[src/rtl/crc_pkg.sv]
// Shared types and constants for the core release controller.
// Assumes a byte-addressed window with word-aligned register offsets.
package crc_pkg;
    typedef enum logic [3:0] {
        RG_NONE,
        RG_CLUSTER_RST,
        RG_SYS_RST,
        RG_CORE_RST,
        RG_CORE_CTRL,
        RG_CORE_STAT,
        RG_CLKGATE,
        RG_GENCTRL,
        RG_STANDBY,
        RG_ENTRY,
        RG_PLACEHOLDER
    } region_e;

    localparam int OFF_CLUSTER_RST = 'h000;
    localparam int OFF_CORE_BASE   = 'h040;
    localparam int CORE_STRIDE_LG  = 6;
    localparam int OFF_SYS_RST     = 'h140;
    localparam int OFF_CLKGATE     = 'h144;
    localparam int OFF_GENCTRL     = 'h184;
    localparam int OFF_STANDBY     = 'h1A0;
    localparam int OFF_ENTRY       = 'h1A4;
    localparam int OFF_DEBUG       = 'h1E4;
    localparam int OFF_CNT_CTRL    = 'h280;
    localparam int OFF_CNT_LO      = 'h284;
    localparam int OFF_CNT_HI      = 'h288;

    localparam logic [31:0] GENCTRL_INIT  = 32'h0000_0020;
    localparam logic [31:0] CLKGATE_VAL   = 32'h0000_010F;
    localparam logic [31:0] CORE_RST_VAL  = 32'h0000_0003;
    localparam logic [31:0] RELEASED_VAL  = 32'h0000_0001;
    localparam logic [1:0]  BOOT_LEVEL    = 2'd3;
endpackage

[src/rtl/crc_decode.sv]
// Address decoder: maps a bus offset and its byte enables to a register region and a core index.
// Assumes: the per-core groups do not overlap the fixed offsets (holds for NUM_CORES <= 4).
module crc_decode
    import crc_pkg::*;
#(
    parameter int ADDR_W    = 10,
    parameter int NUM_CORES = 4,
    parameter int IDX_W     = 2
) (
    input  logic [ADDR_W-1:0] addr,
    input  logic [3:0]        be,
    output region_e           region,
    output logic [IDX_W-1:0]  core_idx
);
    localparam int CORE_END = OFF_CORE_BASE + (NUM_CORES << CORE_STRIDE_LG);

    int off;
    int rel;

    // Classify the access; partial or misaligned accesses decode to RG_NONE.
    always_comb begin
        off      = int'(addr);
        rel      = off - OFF_CORE_BASE;
        region   = RG_NONE;
        core_idx = '0;
        if (be == 4'hF && addr[1:0] == 2'b00) begin
            if (off == OFF_CLUSTER_RST)      region = RG_CLUSTER_RST;
            else if (off == OFF_SYS_RST)     region = RG_SYS_RST;
            else if (off == OFF_CLKGATE)     region = RG_CLKGATE;
            else if (off == OFF_GENCTRL)     region = RG_GENCTRL;
            else if (off == OFF_STANDBY)     region = RG_STANDBY;
            else if (off == OFF_ENTRY)       region = RG_ENTRY;
            else if (off == OFF_DEBUG || off == OFF_CNT_CTRL ||
                     off == OFF_CNT_LO || off == OFF_CNT_HI)
                                             region = RG_PLACEHOLDER;
            else if (off >= OFF_CORE_BASE && off < CORE_END) begin
                core_idx = IDX_W'(rel >> CORE_STRIDE_LG);
                case (rel & 'h3F)
                    0:       region = RG_CORE_RST;
                    4:       region = RG_CORE_CTRL;
                    8:       region = RG_CORE_STAT;
                    default: region = RG_NONE;
                endcase
            end
        end
    end
endmodule

[src/rtl/crc_regfile.sv]
// Storage for the three writable words: entry address, general control and standby flag.
// Assumes: writes arrive as a one-cycle strobe with an already-decoded region.
module crc_regfile
    import crc_pkg::*;
#(
    parameter int DATA_W = 32
) (
    input  logic              clk,
    input  logic              rst_n,
    input  logic              wr,
    input  region_e           region,
    input  logic [DATA_W-1:0] wdata,
    output logic [DATA_W-1:0] entry_q,
    output logic [DATA_W-1:0] genctrl_q,
    output logic [DATA_W-1:0] standby_q
);
    // Update the addressed word on a write strobe; reset loads initial values.
    always_ff @(posedge clk) begin
        if (!rst_n) begin
            entry_q   <= '0;
            genctrl_q <= DATA_W'(GENCTRL_INIT);
            standby_q <= '0;
        end else if (wr) begin
            if (region == RG_ENTRY)   entry_q   <= wdata;
            if (region == RG_GENCTRL) genctrl_q <= wdata;
            if (region == RG_STANDBY) standby_q <= wdata;
        end
    end

    a_r1_reset_values: assert property (@(posedge clk)
        !rst_n |=> (entry_q == '0 && standby_q == '0 && genctrl_q == DATA_W'(GENCTRL_INIT)));
    a_r2_entry_takes_write: assert property (@(posedge clk) disable iff (!rst_n)
        (wr && region == RG_ENTRY) |=> entry_q == $past(wdata));
    a_r2_entry_holds: assert property (@(posedge clk) disable iff (!rst_n)
        !(wr && region == RG_ENTRY) |=> $stable(entry_q));
endmodule

[src/rtl/crc_launch.sv]
// Start-request generator: a nonzero write to a reset-control word emits a one-cycle request.
// Assumes: entry_q is the registered entry address, so the value before this edge is carried.
module crc_launch
    import crc_pkg::*;
#(
    parameter int DATA_W = 32,
    parameter int IDX_W  = 2
) (
    input  logic              clk,
    input  logic              rst_n,
    input  logic              wr,
    input  region_e           region,
    input  logic [IDX_W-1:0]  core_idx,
    input  logic [DATA_W-1:0] wdata,
    input  logic [DATA_W-1:0] entry_q,
    output logic              boot_valid,
    output logic [IDX_W-1:0]  boot_core,
    output logic [DATA_W-1:0] boot_addr,
    output logic [1:0]        boot_el
);
    logic fire;

    // A trigger is a write to a reset-control word with any bit set.
    always_comb fire = wr && region == RG_CORE_RST && wdata != '0;

    // Register the request for one cycle, capturing the index and the current entry address.
    always_ff @(posedge clk) begin
        if (!rst_n) begin
            boot_valid <= 1'b0;
            boot_core  <= '0;
            boot_addr  <= '0;
        end else begin
            boot_valid <= fire;
            if (fire) begin
                boot_core <= core_idx;
                boot_addr <= entry_q;
            end
        end
    end

    assign boot_el = BOOT_LEVEL;

    a_r5_request_has_cause: assert property (@(posedge clk) disable iff (!rst_n)
        boot_valid |-> $past(wr && region == RG_CORE_RST && wdata != '0));
    a_r5_request_core: assert property (@(posedge clk) disable iff (!rst_n)
        boot_valid |-> boot_core == $past(core_idx));
    a_r5_request_level: assert property (@(posedge clk) disable iff (!rst_n)
        boot_valid |-> boot_el == 2'd3);
    a_r6_zero_write_silent: assert property (@(posedge clk) disable iff (!rst_n)
        (wr && region == RG_CORE_RST && wdata == '0) |=> !boot_valid);
    a_r7_addr_from_entry: assert property (@(posedge clk) disable iff (!rst_n)
        boot_valid |-> boot_addr == $past(entry_q));
endmodule

[src/rtl/core_release_ctrl.sv]
// Core release controller top: register bus front end, registered read path and error pulse.
// Assumes: single-cycle strobes, 32-bit data, a 1 KiB window; read and write may share a cycle
// (the read then returns the value from before the write).
module core_release_ctrl
    import crc_pkg::*;
#(
    parameter int ADDR_W    = 10,
    parameter int DATA_W    = 32,
    parameter int NUM_CORES = 4,
    localparam int IDX_W    = (NUM_CORES > 1) ? $clog2(NUM_CORES) : 1
) (
    input  logic              clk,
    input  logic              rst_n,
    input  logic              bus_wr,
    input  logic              bus_rd,
    input  logic [ADDR_W-1:0] bus_addr,
    input  logic [3:0]        bus_be,
    input  logic [DATA_W-1:0] bus_wdata,
    output logic [DATA_W-1:0] bus_rdata,
    output logic              bus_err,
    output logic              boot_valid,
    output logic [IDX_W-1:0]  boot_core,
    output logic [DATA_W-1:0] boot_addr,
    output logic [1:0]        boot_el
);
    region_e           region;
    logic [IDX_W-1:0]  core_idx;
    logic [DATA_W-1:0] entry_q, genctrl_q, standby_q;
    logic [DATA_W-1:0] rd_val;

    crc_decode #(.ADDR_W(ADDR_W), .NUM_CORES(NUM_CORES), .IDX_W(IDX_W)) u_decode (
        .addr(bus_addr), .be(bus_be), .region(region), .core_idx(core_idx)
    );

    crc_regfile #(.DATA_W(DATA_W)) u_regs (
        .clk(clk), .rst_n(rst_n), .wr(bus_wr), .region(region), .wdata(bus_wdata),
        .entry_q(entry_q), .genctrl_q(genctrl_q), .standby_q(standby_q)
    );

    crc_launch #(.DATA_W(DATA_W), .IDX_W(IDX_W)) u_launch (
        .clk(clk), .rst_n(rst_n), .wr(bus_wr), .region(region), .core_idx(core_idx),
        .wdata(bus_wdata), .entry_q(entry_q), .boot_valid(boot_valid),
        .boot_core(boot_core), .boot_addr(boot_addr), .boot_el(boot_el)
    );

    // Select the read value for the decoded region.
    always_comb begin
        case (region)
            RG_CLUSTER_RST, RG_SYS_RST, RG_CORE_STAT: rd_val = DATA_W'(RELEASED_VAL);
            RG_CORE_RST:  rd_val = DATA_W'(CORE_RST_VAL);
            RG_CLKGATE:   rd_val = DATA_W'(CLKGATE_VAL);
            RG_GENCTRL:   rd_val = genctrl_q;
            RG_STANDBY:   rd_val = standby_q;
            RG_ENTRY:     rd_val = entry_q;
            default:      rd_val = '0;
        endcase
    end

    // Register the read data and the access error flag.
    always_ff @(posedge clk) begin
        if (!rst_n) begin
            bus_rdata <= '0;
            bus_err   <= 1'b0;
        end else begin
            bus_rdata <= bus_rd ? rd_val : '0;
            bus_err   <= (bus_rd || bus_wr) && region == RG_NONE;
        end
    end

    a_r8_rdata_idle_zero: assert property (@(posedge clk) disable iff (!rst_n)
        !bus_rd |=> bus_rdata == '0);
    a_r9_err_needs_access: assert property (@(posedge clk) disable iff (!rst_n)
        bus_err |-> $past(bus_rd || bus_wr));
    a_r10_partial_flags_err: assert property (@(posedge clk) disable iff (!rst_n)
        ((bus_rd || bus_wr) && bus_be != 4'hF) |=> bus_err);
endmodule

[config.mk]
export PLATFORM = sky130hd
export DESIGN_NAME = core_release_ctrl
export DESIGN_NICKNAME = d
export VERILOG_FILES = /design/src/rtl/crc_pkg.sv /design/src/rtl/crc_decode.sv /design/src/rtl/crc_regfile.sv /design/src/rtl/crc_launch.sv /design/src/rtl/core_release_ctrl.sv
export SDC_FILE = /design/constraint.sdc
export NUM_CORES = 1
export LEC_CHECK = 0
export CORE_UTILIZATION = 48
export DETAILED_ROUTE_END_ITERATION = 8
export GPL_TIMING_DRIVEN = 0
export PLACE_DENSITY = 0.79
export SLEW_MARGIN = 20
export SYNTH_ARGS = -nofsm -noshare
export SYNTH_HDL_FRONTEND = slang
export SYNTH_HIERARCHICAL = 1
export SYNTH_SLANG_ARGS = --single-unit
[constraint.sdc]
create_clock -name clk -period 2.7 [get_ports clk]
set_input_delay 0.27 -clock clk [delete_from_list [all_inputs] [get_ports clk]]
set_output_delay 0.27 -clock clk [all_outputs]
set_load 0.1 [all_outputs]
== Word-level counts from Yosys, hierarchy flattened ==
Index checks and enable logic that the tools add are counted.

* Output and inout port bits: 70
* Memories: 0
* Bits in read-only memories: 0
* Register bits: 164
* Input port bits: 50
* RAM bits: 0
* Bits in latches: 0

* Divide/modulo/power cells: 0
* Muxes and demuxes: 20
* Shift operators: 0
* Add/subtract/negate cells: 1
* Reductions and logical operators: 19
* Eq/ne operators: 20
* $mul: 0
* Bitwise gates (word level): 0
* Magnitude comparators: 2

{| class="wikitable"
|+ Operator list
! kind !! number
|-
| $pmux 32 s6 || 1
|-
| $eq 10x10->1 const B || 9
|-
| $mux 4 || 9
|-
| $logic_not 32->1 || 1
|-
| $reduce_bool 32->1 || 1
|-
| $mux 2 || 9
|-
| $eq 4x3->1 const B || 3
|-
| $eq 4x4->1 const B || 3
|-
| $ge 10x7->1 const B || 1
|-
| $logic_not 10->1 || 1
|-
| $lt 10x9->1 const B || 1
|-
| $pmux 3 s3 || 1
|-
| $eq 4x2->1 const B || 2
|-
| $reduce_and 2->1 || 4
|-
| $sub 8x7->8 const B || 1
|-
| $eq 6x3->1 const B || 1
|-
| $eq 6x4->1 const B || 1
|-
| $logic_and 1x1->1 || 5
|-
| $eq 4x1->1 const B || 1
|-
| $logic_not 4->1 || 1
|-
| $logic_or 1x1->1 || 4
|-
| $reduce_or 3->1 || 1
|-
| $logic_not 2->1 || 1
|}

== Longest topological paths before layout ==
* Depth in word-level cells: 15
* Gate-level depth with buffers: 13
* Depth with buffers taken out: 10

== Modules after synthesis ==
Netlist, hierarchy kept.

{| class="wikitable"
|+ By module, submodules not included
! module !! sequential area each (um^2) !! area an instance (um^2) !! cells an instance !! times used
|-
| crc_regfile || 1921.8 || 3545.9 || 350 || 1
|-
| crc_launch || 700.7 || 1527.7 || 166 || 1
|-
| core_release_ctrl || 660.6 || 1403.8 || 162 || 1
|-
| crc_decode || 0.0 || 422.9 || 55 || 1
|}

== Least setup slack after synthesis ==
OpenSTA, ideal clock, no wires.

* Path kind: input-to-reg
* From: input port bus_addr[1]
* To: register bus_rdata[3]
* Path slack: 0.064 ns
* Cell stages on the path: 10
* Setup time: 0.132 ns
* Arrival time: 2.504 ns
* Path through: or4_4 > a2111oi_4 > a21oi_1 > a211oi_2 > nor3b_2 > and2_1 > buf_2 > buf_6 > a22oi_1 > a31oi_1

* Longest elaborated chain between the ends: 15

{| class="wikitable"
|+ Ends and longest elaborated chain
! what !! line !! text
|-
| start: declaration || core_release_ctrl.sv:16 || <nowiki>input logic [ADDR_W-1:0] bus_addr,</nowiki>
|-
| $sub 8x7->8 / $eq 10x10->1 (equally long branches) || crc_decode.sv:23, crc_decode.sv:33 ||
|-
| $logic_not 32->1 (tied with other cells) || crc_decode.sv:38 || <nowiki>case (rel & 'h3F)</nowiki>
|-
| $pmux 3 s3 / $logic_or 1x1->1 (equally long branches) || crc_decode.sv:38, crc_decode.sv:33 ||
|-
| $mux 4 / $logic_or 1x1->1 (equally long branches) || crc_decode.sv:36, crc_decode.sv:34 ||
|-
| $mux 4 || crc_decode.sv:33 || <nowiki>else if (off == OFF_DEBUG || off == OFF_CNT_CTRL ||</nowiki>
|-
| $mux 4 || crc_decode.sv:32 || <nowiki>else if (off == OFF_ENTRY) region = RG_ENTRY;</nowiki>
|-
| $mux 4 || crc_decode.sv:31 || <nowiki>else if (off == OFF_STANDBY) region = RG_STANDBY;</nowiki>
|-
| $mux 4 || crc_decode.sv:30 || <nowiki>else if (off == OFF_GENCTRL) region = RG_GENCTRL;</nowiki>
|-
| $mux 4 || crc_decode.sv:29 || <nowiki>else if (off == OFF_CLKGATE) region = RG_CLKGATE;</nowiki>
|-
| $mux 4 || crc_decode.sv:28 || <nowiki>else if (off == OFF_SYS_RST) region = RG_SYS_RST;</nowiki>
|-
| $mux 4 || crc_decode.sv:27 || <nowiki>if (off == OFF_CLUSTER_RST) region = RG_CLUSTER_RST;</nowiki>
|-
| $mux 4 * || crc_decode.sv:26 || <nowiki>if (be == 4'hF && addr[1:0] == 2'b00) begin</nowiki>
|-
| net region[1] || core_release_ctrl.sv:26 || <nowiki>region_e region;</nowiki>
|-
| $eq 4x1->1 (tied with other cells) || core_release_ctrl.sv:48 || <nowiki>case (region)</nowiki>
|-
| $reduce_or 3->1 || core_release_ctrl.sv:48 ||
|-
| $pmux 32 s6 * || core_release_ctrl.sv:48 ||
|-
| end signal: assignment || core_release_ctrl.sv:65 || <nowiki>bus_rdata <= bus_rd ? rd_val : '0;</nowiki>
|-
| end: declaration || core_release_ctrl.sv:19 || <nowiki>output logic [DATA_W-1:0] bus_rdata,</nowiki>
|}

The timed path passes the listed nets; every way through them passes the cells marked *.
A chain may end at the register's enable or synchronous reset.

== Worst setup path in the final report ==
* From: input port bus_addr[0]
* To: register u_regs.standby_q[18]

* Longest elaborated chain between the ends: 14

{| class="wikitable"
|+ Ends and longest elaborated chain
! what !! line !! text
|-
| $eq 10x10->1 || crc_decode.sv:33 ||
|-
| $logic_or 1x1->1 (2 in a row) || crc_decode.sv:33 ||
|-
| $logic_or 1x1->1 || crc_decode.sv:34 || <nowiki>off == OFF_CNT_LO || off == OFF_CNT_HI)</nowiki>
|-
| $mux 4 || crc_decode.sv:33 ||
|-
| $mux 4 || crc_decode.sv:32 ||
|-
| $mux 4 || crc_decode.sv:31 ||
|-
| $mux 4 || crc_decode.sv:30 ||
|-
| $mux 4 || crc_decode.sv:29 ||
|-
| $mux 4 || crc_decode.sv:28 ||
|-
| $mux 4 || crc_decode.sv:27 ||
|-
| $mux 4 * || crc_decode.sv:26 ||
|-
| net region[3] || core_release_ctrl.sv:26 ||
|-
| $eq 4x4->1 * || crc_regfile.sv:26 || <nowiki>if (region == RG_STANDBY) standby_q <= wdata;</nowiki>
|-
| $reduce_and 2->1 (no line) * || n/a ||
|-
| end signal: assignment || crc_regfile.sv:26 ||
|-
| end: declaration || crc_regfile.sv:15 || <nowiki>output logic [DATA_W-1:0] standby_q</nowiki>
|}

Marked as above.

==> flow_summary.toml <==
[cts]
clk_pin_slew_ps = 60
cts_buffer_depth = 2
numCtsBuffers = 17
cts_tree = "yes"
root_buffer = "clkbuf_16"
insertion_delay_ps = 430
h-tree-depth = 4
cts.sinks = 164

[final_layout]
diodes = 0
drive_gt1_share_pct = 13.11
fillers = 1091
layout.nets = 946
synthToLayoutAreaGrowth_pct = 33.71
final_cell_mix = "226 x nand2_1, 164 x dfxtp_1, 127 x mux2i_1, 108 x clkdlybuf4s50_1"
layout_commonest_cell = "nand2_1"
utilization_pct = 66.21

[sta]
final-hold-violation-count = 0
slew-limit-headroom_pct = 31.62
final-max-slew-violation-count = 0
rsz0062_at_grt = "true"
setup_viol_count_final = 0
skew_ps = 8.891
worst_pin_slew_ps = 1022
fin_crit_sh_pct = 98.29
finalSetupTns_ps = 0
min_period_ps = 2654
fmax_ghz = 0.3768

[logic_synthesis]
synth.distinct_cells = 47
yosys_warnings = 6
synth_area_per_cell_sq_um = 9.414
yosysTopAreaCellShare_pct = 47.58
synth_area_leaders = "dfxtp_1 48%, mux2i_1 19%, nand2_1 12%"
syn-cell-area_sq_mm = 0.006900
synth_top_area_cell = "dfxtp_1"
seq_area_frac_synth_pct = 47.58
postSynthCellCount = 733
synthFlopType = "dfxtp_1"
synth-seq-cells = 164
synth-async-reset-ratio_pct = 0
synth_edf_count = 0

[status]
status = "complete, no violations"

[power]
cellPowerDensity_mw_per_mm2 = 539.2
p_leak_nw = 3.565
vdd_drop_max_mv = 0.6003

[floorplanning]
dieArea_sq_mm = 0.01486
coreArea_sq_mm = 0.01393
num_rows = 43
dieHeight_um = 121.9
die_x_um = 121.9
ios = 120
start_util_pct = 49.52

[hold_path]
hp-class = "in2reg"

[global_routing]
grt_pass1_wl_um = 28680
grt_max_degree = 17
antenna_found_initial = 0
grt_pass1_vias = 5713
grt_use_total_pct = 25.08
overflow = 0

[run]
drv_cap = 0

[placement]
port_buffers = 117
dp_hpwl_um = 12270
routabilityCongestion = 0.8478

[drt]
drtAntennaViolNets = 0
num_vias = 5913
drt_iter0_drc = 388
wire_per_inst_um = 16.94
drc_errors = 0
firstDrtPassIters = 5
finalWirelength_um = 18290
vias_per_cell = 5.475

[critical_path]
crit_arrival_ps = 3000
crit_required_ps = 3050
path_class = "in2reg"
worstSetupStartpointType = "input port"
cp-end-kind = "register"
crit_fanout = 10
worst max-delay path, stage by stage:
cell,delay (ps)
dlygate4sd2_1,290
or4_4,580
a2111oi_4,270
a31o_2,180
nor3b_4,280
buf_6,160
and4bb_1,240
and2b_1,160
buf_6,150
buf_8,180
mux2i_1,230
metal layers:
layer | GRT usage [%] | up-vias | part of all wire, %
met5 | 0 | - | 0
met4 | 10.42 | 0 | 2.2
met3 | 5.009 | 34 | 5.8
met2 | 39.94 | 235 | 46
met1 | 33.03 | 2820 | 46
li1 | - | 2824 | -
path summary, 6_finish.rpt:
check	slack [ps]	endpoint	depth (start not counted)	from
max reg2reg	1810	bus_rdata[8]$_SDFF_PN0_	3	u_regs/standby_q[8]$_SDFFE_PN0P_
max	50	u_regs/standby_q[18]$_SDFFE_PN0P_	11	bus_addr[0]
min reg2reg	460	u_launch/boot_addr[10]$_SDFFE_PN0P_	2	u_launch/boot_addr[10]$_SDFFE_PN0P_
min	410	u_launch/boot_core[0]$_SDFFE_PN0P_	5	bus_addr[6]
cell families after synthesis:
logic type / after synthesis / share of synthesized area, %
multiplexers: 130 / 18.86
AO/OA/AOI/OAI: 85 / 8.250
XOR/XNOR: 1 / 0.1269
other: 1 / 0.05434
AND/OR/NAND/NOR: 289 / 19.02
adder cells (fa/ha/maj): 5 / 0.9066
flip-flops: 164 / 47.58
buffers and inverters: 58 / 5.204
through the flow:
stage | instances | total power [W] | setup WS (ps) | hold slack [ps] | area (sq um)
final | 1080 | 0.004975 | 46.20 | 405.6 | 9226
after global routing | 1080 | 0.005102 | -45.06 | 468.9 | 9226
after CTS | 1070 | 0.004982 | -7.538 | 458.8 | 9035
after detailed placement | 1031 | 0.002722 | -1089 | 446.8 | 8300
after global placement | 1031 | 0.002721 | -1112 | 441.4 | 8300
after floorplan | 734 | 0.002586 | 64.33 | 430.5 | 6904
sequential cells by signal (all words and copies together) (netlist names):
register and flops:
u_regs/entry_q 32, u_launch/boot_addr 32, u_regs/standby_q 32, u_launch/boot_valid 1, u_launch/boot_core 2, bus_err 1
u_regs/genctrl_q 32, bus_rdata 32
synth_stat cells (all sizes together) (3+ instances only):
cell / instances
nand2: 227
dfxtp: 164
mux2i: 130
a21oi: 34
buf: 33
a22oi: 31
clkbuf: 21
nor4: 13
nor2: 6
a31oi: 5
ha: 5
nand3: 5
nand3b: 5
nor2b: 5
inv: 4
o21ai: 4
nand4: 3
nor3: 3
nor3b: 3
or4: 3
layout make-up:
class,count,area [sq um],area share [%]
well taps,180,225.2,2.441
inverters,4,15.01,0.1627
plain buffers,54,414.1,4.489
repair buffers,138,1336,14.48
clock buffers,23,508.0,5.506
flip-flops and latches,164,3283,35.58
multi-input cells,512,3395,36.79
clock inverters,5,50.05,0.5424
power breakdown:
group | total, W | internal [W] | switching (W) | leakage, nW
sequential | 0.00242 | 0.00242 | 0.000000594 | 1.32
combinational | 0.000263 | 0.0000987 | 0.000164 | 1.96
clock | 0.00229 | 0.00139 | 0.000903 | 0.282
total | 0.00497 | 0.00391 | 0.00107 | 3.57
timing repair:
item                                    in CTS  in global routing
setup buffers                               11                 10
pin swaps                                    5                  6
hold buffers                                 0                  0
endpoints found under the setup margin     163                157
gates resized for setup                     30                 36
endpoints found under the hold margin        0                  0
Power figures use the tool's default switching activity.
